File: src/rtl/cq_pkg.sv
package cq_pkg;
  localparam int FP_LAT = 3;

  typedef enum logic {
    UNIT_INT = 1'b0,
    UNIT_FP  = 1'b1
  } unit_e;
endpackage

File: src/rtl/cq_int_unit.sv
module cq_int_unit #(
  parameter int DATA_W = 32,
  parameter int IDX_W  = 3
) (
  input  logic              clk_i,
  input  logic              rst_ni,
  input  logic              flush_i,
  input  logic              issue_i,
  input  logic [IDX_W-1:0]  idx_i,
  input  logic [DATA_W-1:0] opnd_i,
  output logic              done_o,
  output logic [IDX_W-1:0]  idx_o,
  output logic [DATA_W-1:0] result_o
);
  logic              v_q;
  logic [IDX_W-1:0]  idx_q;
  logic [DATA_W-1:0] opnd_q;

  always_ff @(posedge clk_i or negedge rst_ni) begin
    if (!rst_ni) begin
      v_q    <= 1'b0;
      idx_q  <= '0;
      opnd_q <= '0;
    end else begin
      v_q <= issue_i && !flush_i;
      if (issue_i) begin
        idx_q  <= idx_i;
        opnd_q <= opnd_i;
      end
    end
  end

  assign done_o   = v_q;
  assign idx_o    = idx_q;
  assign result_o = opnd_q + DATA_W'(1);
endmodule

File: src/rtl/cq_fp_unit.sv
module cq_fp_unit #(
  parameter int DATA_W = 32,
  parameter int IDX_W  = 3,
  parameter int LAT    = cq_pkg::FP_LAT
) (
  input  logic              clk_i,
  input  logic              rst_ni,
  input  logic              flush_i,
  input  logic              issue_i,
  input  logic [IDX_W-1:0]  idx_i,
  input  logic [DATA_W-1:0] opnd_i,
  output logic              busy_o,
  output logic              done_o,
  output logic [IDX_W-1:0]  idx_o,
  output logic [DATA_W-1:0] result_o
);
  localparam int CNT_W = $clog2(LAT + 1);

  logic [CNT_W-1:0]  cnt_q;
  logic [IDX_W-1:0]  idx_q;
  logic [DATA_W-1:0] opnd_q;

  always_ff @(posedge clk_i or negedge rst_ni) begin
    if (!rst_ni) begin
      cnt_q  <= '0;
      idx_q  <= '0;
      opnd_q <= '0;
    end else if (flush_i) begin
      cnt_q <= '0;
    end else if (issue_i) begin
      cnt_q  <= CNT_W'(LAT);
      idx_q  <= idx_i;
      opnd_q <= opnd_i;
    end else if (cnt_q != '0) begin
      cnt_q <= cnt_q - CNT_W'(1);
    end
  end

  // a new op may enter in the last cycle of the current one
  assign busy_o   = cnt_q > CNT_W'(1);
  assign done_o   = cnt_q == CNT_W'(1);
  assign idx_o    = idx_q;
  assign result_o = opnd_q + (opnd_q << 1);
endmodule

File: src/rtl/cq_queue.sv
module cq_queue #(
  parameter int DEPTH  = 8,
  parameter int DATA_W = 32,
  parameter int DEST_W = 5,
  parameter int SEQ_W  = 8,
  localparam int IDX_W = $clog2(DEPTH)
) (
  input  logic              clk_i,
  input  logic              rst_ni,
  input  logic              flush_i,
  input  logic              alloc_i,
  input  logic [DEST_W-1:0] alloc_dest_i,
  input  logic              alloc_exc_i,
  output logic [IDX_W-1:0]  alloc_idx_o,
  output logic              full_o,
  input  logic              int_done_i,
  input  logic [IDX_W-1:0]  int_idx_i,
  input  logic [DATA_W-1:0] int_data_i,
  input  logic              fp_done_i,
  input  logic [IDX_W-1:0]  fp_idx_i,
  input  logic [DATA_W-1:0] fp_data_i,
  input  logic              pop_i,
  output logic              head_ready_o,
  output logic              head_exc_o,
  output logic [SEQ_W-1:0]  head_seq_o,
  output logic [DEST_W-1:0] head_dest_o,
  output logic [DATA_W-1:0] head_data_o
);
  localparam int CNT_W = IDX_W + 1;

  logic [IDX_W-1:0] head_q, tail_q;
  logic [CNT_W-1:0] count_q;
  logic [SEQ_W-1:0] seq_q;

  logic              done_a [DEPTH];
  logic              exc_a  [DEPTH];
  logic [SEQ_W-1:0]  seq_a  [DEPTH];
  logic [DEST_W-1:0] dest_a [DEPTH];
  logic [DATA_W-1:0] data_a [DEPTH];

  for (genvar i = 0; i < DEPTH; i++) begin : g_ent
    logic              done_q, exc_q;
    logic [SEQ_W-1:0]  sq_q;
    logic [DEST_W-1:0] dest_q;
    logic [DATA_W-1:0] data_q;
    logic alloc_here, int_here, fp_here;

    assign alloc_here = alloc_i && (tail_q == IDX_W'(i));
    assign int_here   = int_done_i && (int_idx_i == IDX_W'(i));
    assign fp_here    = fp_done_i && (fp_idx_i == IDX_W'(i));

    always_ff @(posedge clk_i or negedge rst_ni) begin
      if (!rst_ni) begin
        done_q <= 1'b0;
        exc_q  <= 1'b0;
        sq_q   <= '0;
        dest_q <= '0;
        data_q <= '0;
      end else if (flush_i) begin
        done_q <= 1'b0;
      end else begin
        if (alloc_here) begin
          done_q <= 1'b0;
          exc_q  <= alloc_exc_i;
          sq_q   <= seq_q;
          dest_q <= alloc_dest_i;
        end
        if (int_here) begin
          done_q <= 1'b1;
          data_q <= int_data_i;
        end
        if (fp_here) begin
          done_q <= 1'b1;
          data_q <= fp_data_i;
        end
      end
    end

    assign done_a[i] = done_q;
    assign exc_a[i]  = exc_q;
    assign seq_a[i]  = sq_q;
    assign dest_a[i] = dest_q;
    assign data_a[i] = data_q;
  end

  always_ff @(posedge clk_i or negedge rst_ni) begin
    if (!rst_ni) begin
      head_q  <= '0;
      tail_q  <= '0;
      count_q <= '0;
      seq_q   <= '0;
    end else if (flush_i) begin
      // sequence numbers keep running across a flush
      head_q  <= '0;
      tail_q  <= '0;
      count_q <= '0;
    end else begin
      if (pop_i)   head_q <= head_q + IDX_W'(1);
      if (alloc_i) begin
        tail_q <= tail_q + IDX_W'(1);
        seq_q  <= seq_q + SEQ_W'(1);
      end
      count_q <= count_q + CNT_W'(alloc_i) - CNT_W'(pop_i);
    end
  end

  assign alloc_idx_o  = tail_q;
  assign full_o       = count_q == CNT_W'(DEPTH);
  assign head_ready_o = (count_q != '0) && done_a[head_q];
  assign head_exc_o   = exc_a[head_q];
  assign head_seq_o   = seq_a[head_q];
  assign head_dest_o  = dest_a[head_q];
  assign head_data_o  = data_a[head_q];
endmodule

File: src/rtl/inorder_commit_ctrl.sv
module inorder_commit_ctrl #(
  parameter int DEPTH  = 8,
  parameter int DATA_W = 32,
  parameter int DEST_W = 5,
  parameter int SEQ_W  = 8
) (
  input  logic              clk_i,
  input  logic              rst_ni,
  input  logic              iq_valid_i,
  input  logic              iq_is_fp_i,
  input  logic [DEST_W-1:0] iq_dest_i,
  input  logic [DATA_W-1:0] iq_opnd_i,
  input  logic              iq_exc_i,
  output logic              iq_pop_o,
  output logic              iq_clear_o,
  output logic              wb_valid_o,
  output logic [DEST_W-1:0] wb_dest_o,
  output logic [DATA_W-1:0] wb_data_o,
  output logic [SEQ_W-1:0]  wb_seq_o,
  output logic              exc_valid_o,
  output logic [SEQ_W-1:0]  exc_seq_o
);
  import cq_pkg::*;

  localparam int IDX_W = $clog2(DEPTH);

  unit_e             unit_sel;
  logic              full, fp_busy, dispatch, commit, flush;
  logic [IDX_W-1:0]  alloc_idx;
  logic              int_done, fp_done;
  logic [IDX_W-1:0]  int_idx, fp_idx;
  logic [DATA_W-1:0] int_res, fp_res;
  logic              head_ready, head_exc;
  logic [SEQ_W-1:0]  head_seq;
  logic [DEST_W-1:0] head_dest;
  logic [DATA_W-1:0] head_data;

  assign unit_sel = unit_e'(iq_is_fp_i);
  assign commit   = head_ready;
  assign flush    = commit && head_exc;
  assign dispatch = iq_valid_i && !full && !flush &&
                    !((unit_sel == UNIT_FP) && fp_busy);

  cq_queue #(
    .DEPTH (DEPTH),
    .DATA_W(DATA_W),
    .DEST_W(DEST_W),
    .SEQ_W (SEQ_W)
  ) u_queue (
    .clk_i       (clk_i),
    .rst_ni      (rst_ni),
    .flush_i     (flush),
    .alloc_i     (dispatch),
    .alloc_dest_i(iq_dest_i),
    .alloc_exc_i (iq_exc_i),
    .alloc_idx_o (alloc_idx),
    .full_o      (full),
    .int_done_i  (int_done),
    .int_idx_i   (int_idx),
    .int_data_i  (int_res),
    .fp_done_i   (fp_done),
    .fp_idx_i    (fp_idx),
    .fp_data_i   (fp_res),
    .pop_i       (commit),
    .head_ready_o(head_ready),
    .head_exc_o  (head_exc),
    .head_seq_o  (head_seq),
    .head_dest_o (head_dest),
    .head_data_o (head_data)
  );

  cq_int_unit #(
    .DATA_W(DATA_W),
    .IDX_W (IDX_W)
  ) u_int (
    .clk_i   (clk_i),
    .rst_ni  (rst_ni),
    .flush_i (flush),
    .issue_i (dispatch && (unit_sel == UNIT_INT)),
    .idx_i   (alloc_idx),
    .opnd_i  (iq_opnd_i),
    .done_o  (int_done),
    .idx_o   (int_idx),
    .result_o(int_res)
  );

  cq_fp_unit #(
    .DATA_W(DATA_W),
    .IDX_W (IDX_W),
    .LAT   (FP_LAT)
  ) u_fp (
    .clk_i   (clk_i),
    .rst_ni  (rst_ni),
    .flush_i (flush),
    .issue_i (dispatch && (unit_sel == UNIT_FP)),
    .idx_i   (alloc_idx),
    .opnd_i  (iq_opnd_i),
    .busy_o  (fp_busy),
    .done_o  (fp_done),
    .idx_o   (fp_idx),
    .result_o(fp_res)
  );

  assign iq_pop_o    = dispatch;
  assign iq_clear_o  = flush;
  assign wb_valid_o  = commit && !head_exc;
  assign wb_dest_o   = head_dest;
  assign wb_data_o   = head_data;
  assign wb_seq_o    = head_seq;
  assign exc_valid_o = flush;
  assign exc_seq_o   = head_seq;
endmodule

File: config.mk
export PLATFORM = sky130hd
export DESIGN_NAME = inorder_commit_ctrl
export DESIGN_NICKNAME = d
export VERILOG_FILES = /design/src/rtl/cq_pkg.sv /design/src/rtl/cq_int_unit.sv /design/src/rtl/cq_fp_unit.sv /design/src/rtl/cq_queue.sv /design/src/rtl/inorder_commit_ctrl.sv
export SDC_FILE = /design/constraint.sdc
export NUM_CORES = 1
export LEC_CHECK = 0
export ABC_CLOCK_PERIOD_IN_PS = 3000
export CORE_AREA = 2 2 291 293
export CTS_CLUSTER_DIAMETER = 200
export DETAILED_ROUTE_END_ITERATION = 8
export DIE_AREA = 0 0 293 295
export DONT_BUFFER_PORTS = 1
export PLACE_DENSITY = 0.46
export SYNTH_ARGS = -nofsm -noshare
export SYNTH_HDL_FRONTEND = slang
export SYNTH_SLANG_ARGS = --single-unit
File: constraint.sdc
create_clock -name clk_i -period 3 [get_ports clk_i]
set_input_delay 0.6 -clock clk_i [delete_from_list [all_inputs] [get_ports clk_i]]
set_output_delay 0.6 -clock clk_i [all_outputs]
set_load 0.005 [all_outputs]
---- Word-level counts from Yosys, hierarchy flattened ----
Cells that the tools add are included.
W data, S select, Z words.
operators by class
  add/sub/neg operators ................... 8
  multipliers ............................. 0
  divide/modulo/power cells ............... 0
  order comparisons ....................... 2
  equal/unequal tests ..................... 23
  shift-type cells ........................ 0
  multiplexer cells ....................... 71
  bitwise gates (word level) .............. 3
  reduce and logical (&&, ||, !) cells .... 80
operators by type and width
  kind                     number
  $mux W32                 18
  $bmux W32 S3             1
  $eq A3 B3 Y1 const B     12
  $mux W1                  36
  $reduce_and A2 Y1        18
  $reduce_bool A4 Y1       9
  $logic_and A1 B1 Y1      34
  $add A32 B1 Y32 const B  1
  $add A32 B32 Y32         1
  $bmux W8 S3              1
  $reduce_bool A2 Y1       11
  $eq A3 B2 Y1 const B     6
  $mux W8                  2
  $bmux W5 S3              1
  $mux W3                  4
  $mux W5                  2
  $eq A3 B1 Y1 const B     3
  $logic_not A3 Y1         3
  $add A8 B1 Y8 const B    1
  $add A3 B1 Y3 const B    2
  $bmux W1 S3              2
  $mux W2                  3
  $add A4 B1 Y4            1
  $eq A4 B4 Y1 const B     1
  other kinds (10)         14
word-level totals
  flip-flop bits (word level) ............. 467
  bits in latches ......................... 0
  RAM bits ................................ 0
  ROM bits ................................ 0
  input port bits ......................... 42
  logic and storage cells ................. 237
  memories kept ........................... 0

---- Logic depth before layout (Yosys ltp) ----
Gate-level depths: netlist of run 1.
  depth after elaboration ................. 14
  gate-level depth with buffers ........... 13
  depth with buffers taken out ............ 11

---- By module ----
From an unflattened synthesis of run 1, not the netlist that was laid out.
unflattened totals
  cells, all modules ...................... 2,083
  area total of the unflattened synthesis .. 24,762.5 um^2
modules (own cells, without submodules)
  module               instances  cells an instance  area each (um^2)
  cq_queue             1          1,583              19,596.3
  cq_fp_unit           1          305                3,051.7
  cq_int_unit          1          180                1,998.2
  inorder_commit_ctrl  1          15                 116.4

---- Least setup slack after synthesis of run 1 ----
Ideal clock, no wire load.
  kind .................................... register to output
  start ................................... reg u_queue.head_q[0]
  end ..................................... out wb_seq_o[7]
  arrival time ............................ 2,368 ps
  required time ........................... 2,400 ps
  setup slack ............................. 32 ps
  cell stages (with the launch flop) ...... 7
  path buffers ............................ 4
  cells stage by stage .................... dfrtp_1 > buf_2 > buf_1 > buf_1 > mux4_2 > mux2_2 > buf_4
between the ends
  longest elaborated chain between the ends .. 4
RTL lines
  what                                         RTL line                   text
  start: declaration                           cq_queue.sv:31             logic [IDX_W-1:0] head_q, tail_q;
  start signal: assignment                     cq_queue.sv:98             if (pop_i) head_q <= head_q + IDX_W'(1);
  $not A3 Y4 (implied by the code)             cq_queue.sv:111            assign head_seq_o = seq_a[head_q];
  $bmux W8 S3                                  cq_queue.sv:111
  $mux W8 (implied by the code) (2 in series)  cq_queue.sv:111
  end: declaration                             inorder_commit_ctrl.sv:19  output logic [SEQ_W-1:0] wb_seq_o,
Every way passes these cells. The select of a mux whose other input is x is not followed.

---- Worst setup path in the final report of run 1 ----
  start ................................... reg u_queue.head_q[0]
  end ..................................... out wb_data_o[11]
between the ends
  longest elaborated chain between the ends .. 4
RTL lines
  what                                          RTL line                   text
  $not A3 Y4 (implied by the code)              cq_queue.sv:113            assign head_data_o = data_a[head_q];
  $bmux W32 S3                                  cq_queue.sv:113
  $mux W32 (implied by the code) (2 in series)  cq_queue.sv:113
  end: declaration                              inorder_commit_ctrl.sv:18  output logic [DATA_W-1:0] wb_data_o,
Every way passes these cells. The select of a mux whose other input is x is not followed.

==> impl_metrics.py, run 1 <==
metrics = {
    "floorplan": {
        "io-pin-count": 99,
        "initial_core_util_pct": 29.87,
        "die_x_um": 293,
        "core_area_um2": 83160,
        "die_h_um": 295,
        "rows": 106,
        "die_area_um2": 86440,
    },
    "layout": {
        "areaGrowthSynthToFinish_pct": 18.79,
        "nFillCells": 8161,
        "drive_gt1_share_pct": 26.21,
        "diodes": 0,
        "nNetsFinal": 2539,
    },
    "cts": {
        "clk_pin_slew_worst_paths_ns": 0.06,
        "clk_latency_ns": 0.65,
        "cts_buffers": 54,
        "h-tree-depth": 2,
        "clock-sinks": 467,
        "cts_tree": "done",
        "root_buffer": "clkbuf_16",
        "clockBufferDepth": 3,
    },
    "grt": {
        "overflow": 0,
        "grt_max_degree": 468,
        "grt_pass1_wl_um": 124700,
        "antenna_found_initial": 0,
        "grt_pass1_vias": 19340,
        "grt_use_total_pct": 18.95,
    },
    "place": {
        "dp_hpwl_um": 53210,
        "dp_slack_ns": -0.2833,
        "numPortBuffers": 0,
        "gp_congestion": 0.8289,
    },
    "power_and_ir_drop": {
        "power_frac_seq_pct": 28.0,
        "p_clk_share_pct": 16.6,
        "p_int_uw": 22590,
        "pwr_density_cell_nw_per_um2": 1340,
        "leakage_uw": 0.01278,
        "peakVddDrop_v": 0.0006409,
        "switching_share_pct": 42.88,
        "switchingPower_uw": 16960,
        "combPwrFrac_pct": 55.4,
    },
    "drt": {
        "drt_pass1_iterations": 5,
        "routed_via_density": 5.366,
        "postRouteAntennaNets": 0,
        "wirelength_um": 82270,
        "drc": 0,
        "wire_per_inst_um": 23.06,
        "first_iter_violations": 1387,
        "num_vias": 19150,
    },
    "sta": {
        "slew_headroom_pct": -50.00,
        "period_minus_slack_ns": 3.041,
        "drv_slew": 240,
        "finClkSkew_ns": 0.05313,
        "fin_crit_sh_pct": 101.4,
        "tightest_slew_ns": 2.250,
        "rsz0062_at_grt": "yes",
        "worst_slack_ns": -0.04136,
        "fmax_mhz": 328.8,
        "hold_ws_ns": -0.3533,
        "hold_viol": 214,
        "setup_viol": 8,
    },
    "setup_path": {
        "r2r_start": "u_fp.opnd_q[1]$_DFFE_PN0P_",
        "critPathCaptureType": "output port",
        "rr_worst_depth": 13,
        "r2r_slack_ns": 0.03,
        "arrival_ns": 2.44,
        "timing.rr.end": "u_queue.g_ent[1].data_q[31]$_DFFE_PN0P_",
        "cp_max_fo": 25,
        "required_ns": 2.40,
        "start_kind": "flip-flop",
        "critPathKind": "reg2out",
    },
    "hold_path": {
        "worst_hold_path_type": "in2async",
    },
    "synth": {
        "yosysUniqueCellTypes": 67,
        "syn-cell-area_um2": 24840,
        "ys_ff_latch": 467,
        "synth_nets": 2467,
        "synth_edf_count": 0,
        "synthFlopType": "dfrtp_1",
        "synth-seq-area-share_pct": 47.04,
        "synth_top_cell_area_share_pct": 47.04,
        "netlist_top_cells_area": "dfrtp_1, mux2_2, mux4_2",
        "avgSynthCellArea_um2": 10.46,
        "synth_largest_area_cell": "dfrtp_1",
        "synthArstFlopShare_pct": 100.0,
        "postSynthCellCount": 2376,
        "yosys_warnings": 0,
    },
    "run": {
        "cap_violations": 0,
    },
    "outcome": {
        "status": "finished with violations",
        "violations": "hold timing, slew limit, setup timing",
    },
}
layer usage:
| layer | GRT usage, % | up-vias | wire [um] |
|---|---|---|---|
| met5 | 0 | - | 0 |
| met4 | 5.178 | 0 | 2028 |
| met3 | 3.751 | 141 | 5214 |
| met2 | 31.15 | 620 | 38690 |
| met1 | 25.48 | 9713 | 36340 |
| li1 | - | 8673 | - |
sequential cells by signal (all words and copies together) (netlist names):
signal,count
u_queue.g_ent.data_q,256
u_queue.g_ent.sq_q,64
u_queue.g_ent.dest_q,40
u_fp.opnd_q,32
u_int.opnd_q,32
u_queue.g_ent.done_q,8
u_queue.g_ent.exc_q,8
u_queue.seq_q,8
u_queue.count_q,4
u_fp.idx_o,3
u_int.idx_o,3
u_queue.alloc_idx_o,3
u_queue.head_q,3
u_fp.cnt_q,2
u_int.done_o,1
cells in the mapped netlist, types with 5 or more instances:
| master | n |
|---|---|
| buf_4 | 10 |
| ha_1 | 47 |
| inv_1 | 31 |
| nor3_1 | 34 |
| nand2b_1 | 10 |
| xor2_1 | 27 |
| o21ai_0 | 228 |
| xnor2_1 | 35 |
| buf_1 | 18 |
| mux2_2 | 206 |
| a32o_1 | 6 |
| mux4_2 | 94 |
| and2_1 | 11 |
| dfrtp_1 | 467 |
| a211oi_1 | 29 |
| nand2_1 | 292 |
| nor2_1 | 213 |
| a21o_1 | 35 |
| nand4_1 | 12 |
| a22oi_1 | 16 |
| clkbuf_1 | 130 |
| a2bb2oi_1 | 8 |
| a31o_2 | 7 |
| a31oi_1 | 18 |
| mux2_1 | 27 |
| and3_1 | 21 |
| a221o_1 | 10 |
| a22o_1 | 16 |
| buf_2 | 12 |
| nor2b_1 | 10 |
| a21oi_1 | 186 |
| nand3_1 | 42 |
| o21a_1 | 5 |
through the flow:
stage	utilization (%)	power, uW	instance area [um^2]	std cells	TNS [ns]
finish	35.49	39560	29510	3568	-0.1223
global route	35.49	42240	29510	3568	-3.232
CTS	35.22	39250	29280	3565	-1.334
detailed placement	32.59	31670	27100	3456	-6.728
global placement	32.59	31160	27100	3456	-5.061
floorplan	-	23560	24840	2376	0
cells by family after synthesis:
| family | synth area share (%) |
|---|---|
| compound gates | 14.06 |
| xor+xnor | 2.251 |
| fa+ha+maj | 2.528 |
| buf+inv | 3.264 |
| flops | 47.04 |
| mux | 19.24 |
| simple gates | 11.61 |
how the worst max path moves through the flow:
| stage | slack [ns] | to | start | depth (start not counted) |
|---|---|---|---|---|
| finish | -0.04 | wb_data_o[11] | u_queue.head_q[0]$_DFFE_PN0P_ | 4 |
| detailed placement | -0.28 | u_queue.g_ent[5].data_q[29]$_DFFE_PN0P_ | u_fp.opnd_q[1]$_DFFE_PN0P_ | 11 |
| CTS | -0.08 | iq_pop_o | u_queue.head_q[0]$_DFFE_PN0P_ | 7 |
| global route | -0.14 | iq_pop_o | u_queue.head_q[0]$_DFFE_PN0P_ | 7 |
| global placement | -0.23 | u_queue.g_ent[3].data_q[25]$_DFFE_PN0P_ | u_fp.opnd_q[1]$_DFFE_PN0P_ | 12 |
| floorplan | 0.03 | wb_seq_o[7] | u_queue.head_q[0]$_DFFE_PN0P_ | 6 |
power by group through the flow:
stage / clock [uW] / combinational, uW / sequential, uW
after detailed placement: 0 / 20500 / 11100
after floorplan: 0 / 13200 / 10300
after global placement: 0 / 20200 / 10900
after CTS: 6770 / 21500 / 11000
after global routing: 7030 / 23800 / 11400
final: 6560 / 21900 / 11100
critical path: stages (launching register included):
cell and delay (ns):
dfrtp_4 0.44, buf_6 0.15, buf_16 0.23, mux4_2 0.58, mux2_4 0.33
placed cells by master, fill, tap and decap left out, drive strengths merged, types with 12 or more instances in the layout:
cell type  netlist  routed
a211oi          29      29
a21o            35      35
a21oi          186     186
a22o            16      16
a22oi           16      16
a31oi           18      18
and2            12      12
and3            21      21
buf             40     186
clkbuf         130      82
dfrtp          467     467
ha              47      47
inv             32      34
mux2           233     233
mux4            94      94
nand2          296     296
nand3           42      42
nand4           12      12
nor2           213     213
nor3            36      36
o21ai          232     232
xnor2           36      36
xor2            27      27
layout make-up:
cell class / instances / area [um^2] / share of cell area, %
sequential: 467 / 11700 / 39.63
tap: 1080 / 1351 / 4.579
clock inverter: 14 / 193.9 / 0.6572
clock buffer: 82 / 1567 / 5.308
timing repair buffer: 186 / 1775 / 6.017
multi-input combinational: 1707 / 12810 / 43.40
inverter: 32 / 120.1 / 0.4070
timing repair:
item | 4_1_cts | 5_1_grt
hold endpoints to repair | 467 | 467
setup buffers | 9 | 4
pin swaps | 7 | 19
gates resized for setup | 52 | 54
cloned | 5 | 0
endpoints found under the setup margin | 124 | 140
Note: power is estimated with default switching activity, not from simulation.
==> run 2: changes to the inputs <==
Settings changed: ABC_CLOCK_PERIOD_IN_PS 3000 to unset, HOLD_SLACK_MARGIN set to 0.1.
==> impl_metrics.py, run 2 (same netlist as run 1, synthesis figures left out) <==
metrics = {
    "setup_path": {
        "critPathCaptureType": "output port",
        "cpLargestDelayFamily": "multiplexers",
        "cp_max_fo": 25,
        "start_kind": "flip-flop",
        "critPathKind": "reg2out",
        "required_ns": 2.40,
        "rr_worst_depth": 13,
        "arrival_ns": 2.44,
        "crit_slowest_cell": "mux4_2",
        "cp_num_buf_inv": 2,
        "crit_cells": 4,
        "slowest_delay_ns": 0.58,
        "crit_chain": "buf_6 > buf_16 > mux4_2 > mux2_4",
    },
    "layout": {
        "areaGrowthSynthToFinish_pct": 19.67,
        "largest_reg_flops": 256,
        "layout_common_cells": "dfrtp_1, nand2_1, o21ai_0",
        "top_register": "u_queue.g_ent.data_q",
        "multi_input_area_um2": 12810,
        "drive_gt1_share_pct": 25.98,
        "layout_commonest_cell": "dfrtp_1",
        "utilization_pct": 35.75,
        "diodes": 0,
        "nNetsFinal": 2561,
        "top_regs": "u_queue.g_ent.data_q x256, u_queue.g_ent.sq_q x64, u_queue.g_ent.dest_q x40",
        "nFillCells": 8151,
        "register_area_um2": 11700,
    },
    "floorplan": {
        "core_area_um2": 83160,
        "die_x_um": 293,
        "die_h_um": 295,
        "die_area_um2": 86440,
        "io-pin-count": 99,
        "rows": 106,
        "initial_core_util_pct": 29.87,
    },
    "hold_path": {
        "worst_hold_path_type": "in2async",
    },
    "drt": {
        "drc": 0,
        "postRouteAntennaNets": 0,
        "routed_via_density": 5.350,
        "first_iter_violations": 1462,
        "drt_pass1_iterations": 5,
        "wirelength_um": 82290,
        "num_vias": 19210,
        "wire_per_inst_um": 22.92,
    },
    "sta": {
        "fin_tns_setup_ns": -0.1036,
        "fin_crit_sh_pct": 101.3,
        "hold_viol": 284,
        "slew_headroom_pct": -36.81,
        "setup_viol": 7,
        "fmax_mhz": 329.2,
        "rsz0062_at_grt": "yes",
        "worst_slack_ns": -0.03808,
        "period_minus_slack_ns": 3.038,
        "drv_slew": 175,
        "hold_ws_ns": -0.3521,
        "tightest_slew_ns": 2.052,
        "finClkSkew_ns": 0.05215,
    },
    "cts": {
        "cts_buffers": 54,
        "cts_tree": "done",
        "clk_latency_ns": 0.64,
        "clk_pin_slew_worst_paths_ns": 0.06,
        "clockBufferDepth": 3,
        "h-tree-depth": 2,
        "cts_hold_buf": 22,
        "clock-sinks": 467,
        "root_buffer": "clkbuf_16",
    },
    "power_and_ir_drop": {
        "p_int_uw": 22610,
        "peakVddDrop_v": 0.0006385,
        "switching_share_pct": 42.86,
        "power_frac_seq_pct": 28.0,
        "p_clk_share_pct": 16.6,
        "pwr_density_cell_nw_per_um2": 1331,
        "leakage_uw": 0.01287,
        "combPwrFrac_pct": 55.4,
        "switchingPower_uw": 16960,
    },
    "grt": {
        "grt_pass1_wl_um": 125000,
        "antenna_found_initial": 1,
        "overflow": 0,
        "grt_use_total_pct": 18.99,
        "grt_pass1_vias": 19440,
        "grt_max_degree": 468,
    },
    "place": {
        "dp_slack_ns": -0.2833,
        "dp_hpwl_um": 53210,
        "gp_congestion": 0.8289,
        "numPortBuffers": 0,
    },
    "outcome": {
        "violations": "hold timing, slew limit, setup timing",
        "status": "finished with violations",
    },
    "run": {
        "cap_violations": 0,
    },
}
run 2: cell count changes in the layout (fill, tap and decap cells not counted), sizes merged:
cell	delta
dlygate4sd3	+22
run 2: cell type report:
| class | instances | area share [%] |
|---|---|---|
| Inverter | 32 | 0.4040 |
| Multi-Input combinational cell | 1707 | 43.08 |
| Sequential cell | 467 | 39.34 |
| Clock buffer | 82 | 5.269 |
| Tap cell | 1080 | 4.545 |
| Timing Repair Buffer | 208 | 6.713 |
| Clock inverter | 14 | 0.6523 |
run 2: worst paths after layout:
check                                                             start                                      end  slack (ns)
worst max-delay path                      u_queue.head_q[0]$_DFFE_PN0P_                            wb_data_o[11]       -0.04
worst min-delay path                                             rst_ni     u_queue.g_ent[7].sq_q[2]$_DFFE_PN0P_       -0.35
worst max register to register               u_fp.opnd_q[1]$_DFFE_PN0P_  u_queue.g_ent[1].data_q[31]$_DFFE_PN0P_        0.02
worst min register to register  u_queue.g_ent[7].data_q[11]$_DFFE_PN0P_  u_queue.g_ent[7].data_q[11]$_DFFE_PN0P_        0.47
max in group asynchronous                                        rst_ni              u_fp.opnd_q[21]$_DFFE_PN0P_        1.67
min in group clk_i                                         iq_dest_i[2]   u_queue.g_ent[2].dest_q[2]$_DFFE_PN0P_        0.14
run 2: power groups by stage:
| stage | clock, uW | sequential [uW] | combinational (uW) |
|---|---|---|---|
| 4_1_cts | 6770 | 11000 | 21500 |
| 6_report | 6560 | 11100 | 21900 |
| 5_1_grt | 7030 | 11400 | 23800 |
| 3_5_place_dp | 0 | 11100 | 20500 |
| 3_3_place_gp | 0 | 10900 | 20200 |
| 2_1_floorplan | 0 | 10300 | 13200 |
run 2: timing repair:
item,4_1_cts,5_1_grt
pin swaps,7,19
setup endpoints to repair,124,140
cloned,5,0
resized for setup,52,54
hold endpoints to repair,537,467
setup buffers,9,4
run 2: layer usage:
| metal | global-route usage [%] | up-vias | wire, um |
|---|---|---|---|
| met5 | 0 | - | 11 |
| met4 | 5.178 | 2 | 1937 |
| met3 | 3.571 | 136 | 5206 |
| met2 | 31.25 | 619 | 38770 |
| met1 | 25.62 | 9727 | 36360 |
| li1 | - | 8723 | - |
run 2: metrics by stage:
step           area [um^2]  total power (uW)  instances
2_1_floorplan        24840             23560       2376
3_3_place_gp         27100             31160       3456
3_5_place_dp         27100             31670       3456
4_1_cts              29500             39290       3587
5_1_grt              29730             42270       3590
6_report             29730             39570       3590
